### src/rtl/mcyc_pkg.sv
package mcyc_pkg;
   typedef enum logic [2:0] {
      K_FETCH = 3'd0,
      K_MRD   = 3'd1,
      K_MWR   = 3'd2,
      K_IORD  = 3'd3,
      K_IOWR  = 3'd4
   } kind_e;

   typedef enum logic [1:0] {
      A_PC   = 2'd0,
      A_PAIR = 2'd1,
      A_PORT = 2'd2
   } asel_e;

   typedef struct packed {
      kind_e kind;
      asel_e asel;
   } step_t;
endpackage

### src/rtl/mcyc_decode.sv
module mcyc_decode
   import mcyc_pkg::*;
#(
   parameter int DW      = 8,
   parameter int NF      = 5,
   parameter int CW      = 3,
   parameter int OPC_MVI = 8'h3E,
   parameter int OPC_MOV = 8'h46,
   parameter int OPC_IN  = 8'hDB,
   parameter int OPC_OUT = 8'hD3
) (
   input  logic [DW-1:0]   opcode,
   output logic            valid,
   output logic            want_result,
   output logic [CW-1:0]   n_follow,
   output step_t [NF-1:0]  plan
);
   if (NF < 2) begin : g_nf_chk
      $error("mcyc_decode: NF must allow two follow-on cycles");
   end

   localparam logic [DW-1:0] C_MVI = DW'(OPC_MVI);
   localparam logic [DW-1:0] C_MOV = DW'(OPC_MOV);
   localparam logic [DW-1:0] C_IN  = DW'(OPC_IN);
   localparam logic [DW-1:0] C_OUT = DW'(OPC_OUT);

   always_comb begin
      valid       = 1'b1;
      want_result = 1'b1;
      n_follow    = '0;
      for (int j = 0; j < NF; j++) begin
         plan[j] = '{kind: K_MRD, asel: A_PC};
      end
      if (opcode == C_MVI) begin
         n_follow = CW'(1);
         plan[0]  = '{kind: K_MRD, asel: A_PC};
      end else if (opcode == C_MOV) begin
         n_follow = CW'(1);
         plan[0]  = '{kind: K_MRD, asel: A_PAIR};
      end else if (opcode == C_IN) begin
         n_follow = CW'(2);
         plan[0]  = '{kind: K_MRD, asel: A_PC};
         plan[1]  = '{kind: K_IORD, asel: A_PORT};
      end else if (opcode == C_OUT) begin
         n_follow    = CW'(2);
         want_result = 1'b0;
         plan[0]     = '{kind: K_MRD, asel: A_PC};
         plan[1]     = '{kind: K_IOWR, asel: A_PORT};
      end else begin
         valid       = 1'b0;
         want_result = 1'b0;
      end
   end
endmodule

### src/rtl/mcyc_addr.sv
module mcyc_addr
   import mcyc_pkg::*;
#(
   parameter int AW          = 16,
   parameter int DW          = 8,
   parameter int RESET_PC    = 0,
   parameter bit PORT_MIRROR = 1'b1
) (
   input  logic          clk,
   input  logic          rst_n,
   input  asel_e         asel,
   input  logic          pc_inc,
   input  logic [AW-1:0] pair,
   input  logic [DW-1:0] port,
   output logic [AW-1:0] addr,
   output logic [AW-1:0] pc
);
   logic [AW-1:0] port_addr;

   if (PORT_MIRROR) begin : g_mirror
      if (AW != 2 * DW) begin : g_chk
         $error("mcyc_addr: mirrored port needs AW == 2*DW");
      end
      assign port_addr = {port, port};
   end else begin : g_zext
      if (AW <= DW) begin : g_chk
         $error("mcyc_addr: AW must exceed DW");
      end
      assign port_addr = {{(AW-DW){1'b0}}, port};
   end

   always_ff @(posedge clk) begin
      if (!rst_n) begin
         pc <= AW'(RESET_PC);
      end else if (pc_inc) begin
         pc <= pc + 1'b1;
      end
   end

   always_comb begin
      unique case (asel)
         A_PAIR:  addr = pair;
         A_PORT:  addr = port_addr;
         default: addr = pc;
      endcase
   end
endmodule

### src/rtl/mcyc_tacc.sv
module mcyc_tacc #(
   parameter int TW      = 5,
   parameter int T_FETCH = 4,
   parameter int T_BUS   = 3
) (
   input  logic          clk,
   input  logic          rst_n,
   input  logic          add_en,
   input  logic          is_fetch,
   input  logic          clear,
   output logic [TW-1:0] total
);
   localparam logic [TW-1:0] CF = TW'(T_FETCH);
   localparam logic [TW-1:0] CB = TW'(T_BUS);

   always_ff @(posedge clk) begin
      if (!rst_n || clear) begin
         total <= '0;
      end else if (add_en) begin
         total <= total + (is_fetch ? CF : CB);
      end
   end
endmodule

### src/rtl/mcyc_seq.sv
module mcyc_seq
   import mcyc_pkg::*;
#(
   parameter int AW          = 16,
   parameter int DW          = 8,
   parameter int MAX_CYC     = 6,
   parameter int T_FETCH     = 4,
   parameter int T_BUS       = 3,
   parameter int TW          = $clog2(T_FETCH + T_BUS * (MAX_CYC - 1) + 1),
   parameter int RESET_PC    = 0,
   parameter bit PORT_MIRROR = 1'b1,
   parameter int OPC_MVI     = 8'h3E,
   parameter int OPC_MOV     = 8'h46,
   parameter int OPC_IN      = 8'hDB,
   parameter int OPC_OUT     = 8'hD3
) (
   input  logic          clk,
   input  logic          rst_n,
   output logic          bus_req,
   output logic [2:0]    bus_kind,
   output logic [AW-1:0] bus_addr,
   output logic [DW-1:0] bus_wdata,
   input  logic          bus_done,
   input  logic [DW-1:0] bus_rdata,
   input  logic [AW-1:0] pair_addr,
   input  logic [DW-1:0] acc_data,
   output logic [AW-1:0] pc,
   output logic          instr_done,
   output logic [TW-1:0] instr_tstates,
   output logic          result_valid,
   output logic [DW-1:0] result_data,
   output logic          err_flag
);
   localparam int NF = MAX_CYC - 1;
   localparam int CW = $clog2(MAX_CYC);

   if (MAX_CYC < 3 || MAX_CYC > 6) begin : g_cyc_chk
      $error("mcyc_seq: MAX_CYC must be 3..6");
   end
   if (TW < $clog2(T_FETCH + T_BUS * (MAX_CYC - 1) + 1)) begin : g_tw_chk
      $error("mcyc_seq: TW too narrow for the state count");
   end
   if (T_FETCH < 1 || T_BUS < 1) begin : g_t_chk
      $error("mcyc_seq: state costs must be positive");
   end

   typedef enum logic [1:0] {ST_IDLE, ST_ISSUE, ST_NEXT} st_e;

   st_e            st_q;
   logic [CW-1:0]  idx_q;
   logic [DW-1:0]  opcode_q;
   logic [DW-1:0]  data_q;

   logic           dec_valid;
   logic           dec_want;
   logic [CW-1:0]  dec_nf;
   step_t [NF-1:0] dec_plan;
   step_t          cur;
   logic [CW-1:0]  slot;
   logic           cyc_done;
   logic           is_last;
   logic           is_bad;
   logic [AW-1:0]  addr_w;

   mcyc_decode #(
      .DW(DW), .NF(NF), .CW(CW),
      .OPC_MVI(OPC_MVI), .OPC_MOV(OPC_MOV), .OPC_IN(OPC_IN), .OPC_OUT(OPC_OUT)
   ) u_dec (
      .opcode      (opcode_q),
      .valid       (dec_valid),
      .want_result (dec_want),
      .n_follow    (dec_nf),
      .plan        (dec_plan)
   );

   assign slot = idx_q - 1'b1;

   always_comb begin
      cur = '{kind: K_FETCH, asel: A_PC};
      if (idx_q != '0) begin
         for (int j = 0; j < NF; j++) begin
            if (slot == CW'(j)) cur = dec_plan[j];
         end
      end
   end

   assign cyc_done = (st_q == ST_ISSUE) && bus_done;
   assign is_bad   = (st_q == ST_NEXT) && (idx_q == '0) && !dec_valid;
   assign is_last  = (st_q == ST_NEXT) && !is_bad && (idx_q == dec_nf);

   mcyc_addr #(
      .AW(AW), .DW(DW), .RESET_PC(RESET_PC), .PORT_MIRROR(PORT_MIRROR)
   ) u_addr (
      .clk    (clk),
      .rst_n  (rst_n),
      .asel   (cur.asel),
      .pc_inc (cyc_done && (cur.asel == A_PC)),
      .pair   (pair_addr),
      .port   (data_q),
      .addr   (addr_w),
      .pc     (pc)
   );

   mcyc_tacc #(
      .TW(TW), .T_FETCH(T_FETCH), .T_BUS(T_BUS)
   ) u_tacc (
      .clk      (clk),
      .rst_n    (rst_n),
      .add_en   (cyc_done),
      .is_fetch (cur.kind == K_FETCH),
      .clear    (is_last || is_bad),
      .total    (instr_tstates)
   );

   always_ff @(posedge clk) begin
      if (!rst_n) begin
         st_q     <= ST_IDLE;
         idx_q    <= '0;
         opcode_q <= '0;
         data_q   <= '0;
      end else begin
         unique case (st_q)
            ST_IDLE: st_q <= ST_ISSUE;
            ST_ISSUE: begin
               if (bus_done) begin
                  st_q <= ST_NEXT;
                  if (cur.kind == K_FETCH) opcode_q <= bus_rdata;
                  else                     data_q   <= bus_rdata;
               end
            end
            ST_NEXT: begin
               st_q <= ST_ISSUE;
               if (is_bad || is_last) idx_q <= '0;
               else                   idx_q <= idx_q + 1'b1;
            end
            default: st_q <= ST_IDLE;
         endcase
      end
   end

   assign bus_req      = (st_q == ST_ISSUE);
   assign bus_kind     = cur.kind;
   assign bus_addr     = addr_w;
   assign bus_wdata    = (cur.kind == K_MWR || cur.kind == K_IOWR) ? acc_data : '0;
   assign instr_done   = is_last;
   assign err_flag     = is_bad;
   assign result_valid = is_last && dec_want;
   assign result_data  = data_q;
endmodule

### config.mk
export PLATFORM = sky130hd
export DESIGN_NAME = mcyc_seq
export DESIGN_NICKNAME = d
export VERILOG_FILES = /design/src/rtl/mcyc_pkg.sv /design/src/rtl/mcyc_decode.sv /design/src/rtl/mcyc_addr.sv /design/src/rtl/mcyc_tacc.sv /design/src/rtl/mcyc_seq.sv
export SDC_FILE = /design/constraint.sdc
export NUM_CORES = 1
export LEC_CHECK = 0
export BUFFER_PORTS_ARGS = -buffer_cell sky130_fd_sc_hd__clkbuf_2
export CELL_PAD_IN_SITES_DETAIL_PLACEMENT = 0
export CELL_PAD_IN_SITES_GLOBAL_PLACEMENT = 1
export CORE_UTILIZATION = 26
export CTS_CLUSTER_SIZE = 16
export DETAILED_ROUTE_END_ITERATION = 12
export PLACE_DENSITY = 0.66
export SYNTH_ARGS = -nofsm -noshare
export SYNTH_HDL_FRONTEND = slang
export SYNTH_SLANG_ARGS = --single-unit
### constraint.sdc
create_clock -name clk -period 7.2 [get_ports clk]
set_clock_uncertainty 0.15 [all_clocks]
set_input_delay 0.72 -clock clk [delete_from_list [all_inputs] [get_ports clk]]
set_output_delay 0.72 -clock clk [all_outputs]
set_load 0.005 [all_outputs]
==> flow_metrics.tcl <==
set metrics [dict create \
    dpl_cell_area_mm2 0.00327 \
    cp_num_buf_inv 3 \
    grt_pass1_vias 2364 \
    p_leak_uw 0.00152 \
    cp-start-kind "register" \
    async_flop_share_pct 0 \
    yosys.area.top_type "dfxtp_1" \
    ff_latch_area_um2 841 \
    synth_top_area_share_pct 31.0 \
    wire_per_inst_um 14.2 \
    final_util_pct 33.9 \
    timing.setup.tns_ns 0 \
    clk_path_buf_depth 2 \
    netlist_top_cells_area "dfxtp_1 (31%), mux2i_1 (8.1%), nand2_1 (7.1%)" \
    drive_gt1_share_pct 31.5 \
    die_area_mm2 0.0108 \
    io_pins 95 \
    ctsResizeCount 0 \
    cts_sinks 42 \
    mostFrequentLayoutCells "clkbuf_2 (94), nand2_1 (51), dfxtp_1 (42), mux2i_1 (22), nor2_1 (17)" \
    path_class "register to output port" \
    ant_nets 0 \
    pre_cts_slack_ns 3.30 \
    ys_types 53 \
    clkSlewWorstSetupHoldPaths_ns 0.08 \
    gp_congestion 0.808 \
    critPathArrivalTime_ns 3.31 \
    min_path_cells 2 \
    first_pass_iters 4 \
    nFillCells 1075 \
    ys_warn_count 0 \
    setup_viol 0 \
    final_common_cell "clkbuf_2" \
    root_buffer "clkbuf_8" \
    reg2reg_slack_ns 3.90 \
    synth_cells 307 \
    fmax_mhz 239 \
    grt_max_degree 36 \
    crit_fanout 32 \
    dp_hpwl_mm 5.83 \
    syn_area_mm2 0.00271 \
    drtIter0Drc 111 \
    clk_latency_ns 0.29 \
    overflow 0 \
    worstSetupPathDepth 10 \
    yosysSeqAreaShare_pct 31.0 \
    crit_required_ns 6.33 \
    cpLargestDelayFamily "adder cells" \
    antenna_cells 0 \
    vias 2433 \
    slowest_stage "ha_1" \
    vias_per_cell 4.62 \
    avgSynthCellArea_um2 8.83 \
    synthesis.nets 356 \
    die_y_um 104 \
    rsz0062_at_grt "no" \
    worstMarginPinSlew_ns 0.888 \
    die_x_um 104 \
    end_kind "output port" \
    routed_wl_mm 7.48 \
    period_needed_ns 4.18 \
    finalCritPeriodShare_pct 58.1 \
    report.final.hold_viol_count 0 \
    num_rows 36 \
    fp.coreArea_mm2 0.00995 \
    r2r_cells 11 \
    synthFlopType "dfxtp_1" \
    post_cts_buffers 0 \
    hold_buffers 0 \
    initial_core_util_pct 27.2 \
    hp-class "register to register" \
    antenna_found_initial 0 \
    p_per_area_mw_per_mm2 139 \
    ys_seq_elements 42 \
    cts.htree.levels 2 \
    synth_edf_count 0 \
    grt_util_all_layers_pct 14.2 \
    finalWorstSetupSlack_ns 3.02 \
    maxCapViolCount 0 \
    areaGrowthSynthToFinish_pct 24.7 \
    multi_input_area_mm2 0.00177 \
    num-nets-final 442 \
    drc_errors 0 \
    cts_made_buffers 5 \
    peakVddDrop_v 0.000107 \
    slew_headroom_pct 40.8 \
    portBuffers 94 \
    design_area_mm2 0.00338 \
    slew_viol_final 0 \
    grt_first_pass_wirelength_mm 12.5 \
    crit_chain "inv_1 -> ha_1 -> nor2_1 -> o211ai_1 -> nor3_1 -> inv_1 -> ha_1 -> nand2_1 -> o21ai_0 -> clkbuf_2" \
    status "completed" \
    cts_tree "done" \
    cpPeakStageDelay_ns 0.88 \
]
cells by family after synthesis:
| family | after synthesis | share of synthesized area [%] |
|---|---|---|
| AND/OR/NAND/NOR | 133 | 28.9 |
| buffers and inverters | 22 | 3.74 |
| XOR/XNOR | 14 | 5.22 |
| adder cells (fa/ha/maj) | 14 | 6.74 |
| multiplexers | 22 | 8.13 |
| flip-flops | 42 | 31.0 |
| AO/OA/AOI/OAI | 60 | 16.2 |
synth_stat cells, types with 8 or more instances:
| master | n |
|---|---|
| a211oi_2 | 8 |
| a21oi_1 | 8 |
| a22oi_1 | 15 |
| and2_1 | 11 |
| clkbuf_1 | 12 |
| dfxtp_1 | 42 |
| ha_1 | 13 |
| mux2i_1 | 22 |
| nand2_1 | 51 |
| nand3_1 | 8 |
| nor2_1 | 17 |
| o21ai_0 | 8 |
| o21ai_1 | 10 |
| xnor2_1 | 8 |
through the flow:
stage | instances | power (uW) | hold WS, ns
floorplan | 307 | 275 | 0.292
global placement | 519 | 293 | 0.309
detailed placement | 519 | 293 | 0.332
CTS | 527 | 480 | 0.343
global route | 527 | 498 | 0.367
finish | 527 | 470 | 0.340
tightest hold or removal path, stage by stage (launching register included):
cell and delay (ns):
dfxtp_1 0.33, nand2_1 0.06, mux2i_1 0.06
cell type report:
cell class / count / share of cell area [%]
well taps: 133 / 4.93
clock buffers: 7 / 2.26
repair buffers: 94 / 13.9
inverters: 7 / 0.778
clock inverters: 1 / 0.889
flip-flops and latches: 42 / 24.9
multi-input cells: 243 / 52.3
registers in the layout, summed over array words and instances (netlist names):
name / cells
u_addr.pc: 16
opcode_q: 8
result_data: 8
u_tacc.total: 5
idx_q: 3
st_q: 2
power by group:
part	internal [uW]	switching (uW)
logic	20.3	24.0
clock network	104	79.1
registers	236	6.36
total	361	109
path summary, 6_finish.rpt:
check	start	end
worst max register to register	idx_q[0]	u_addr.pc[14]
worst min-delay path	opcode_q[2]	opcode_q[2]
worst min register to register	opcode_q[2]	opcode_q[2]
worst max-delay path	idx_q[0]	bus_addr[0]
metal layers:
layer	track usage, %	vias to the layer above	share of wire (%)
li1	-	1264	-
met1	19.9	1107	50
met5	0	-	0
met2	22.7	58	47
met4	3.06	0	0.80
met3	2.32	4	2.9
No activity file was read; power rests on OpenSTA's default activity.
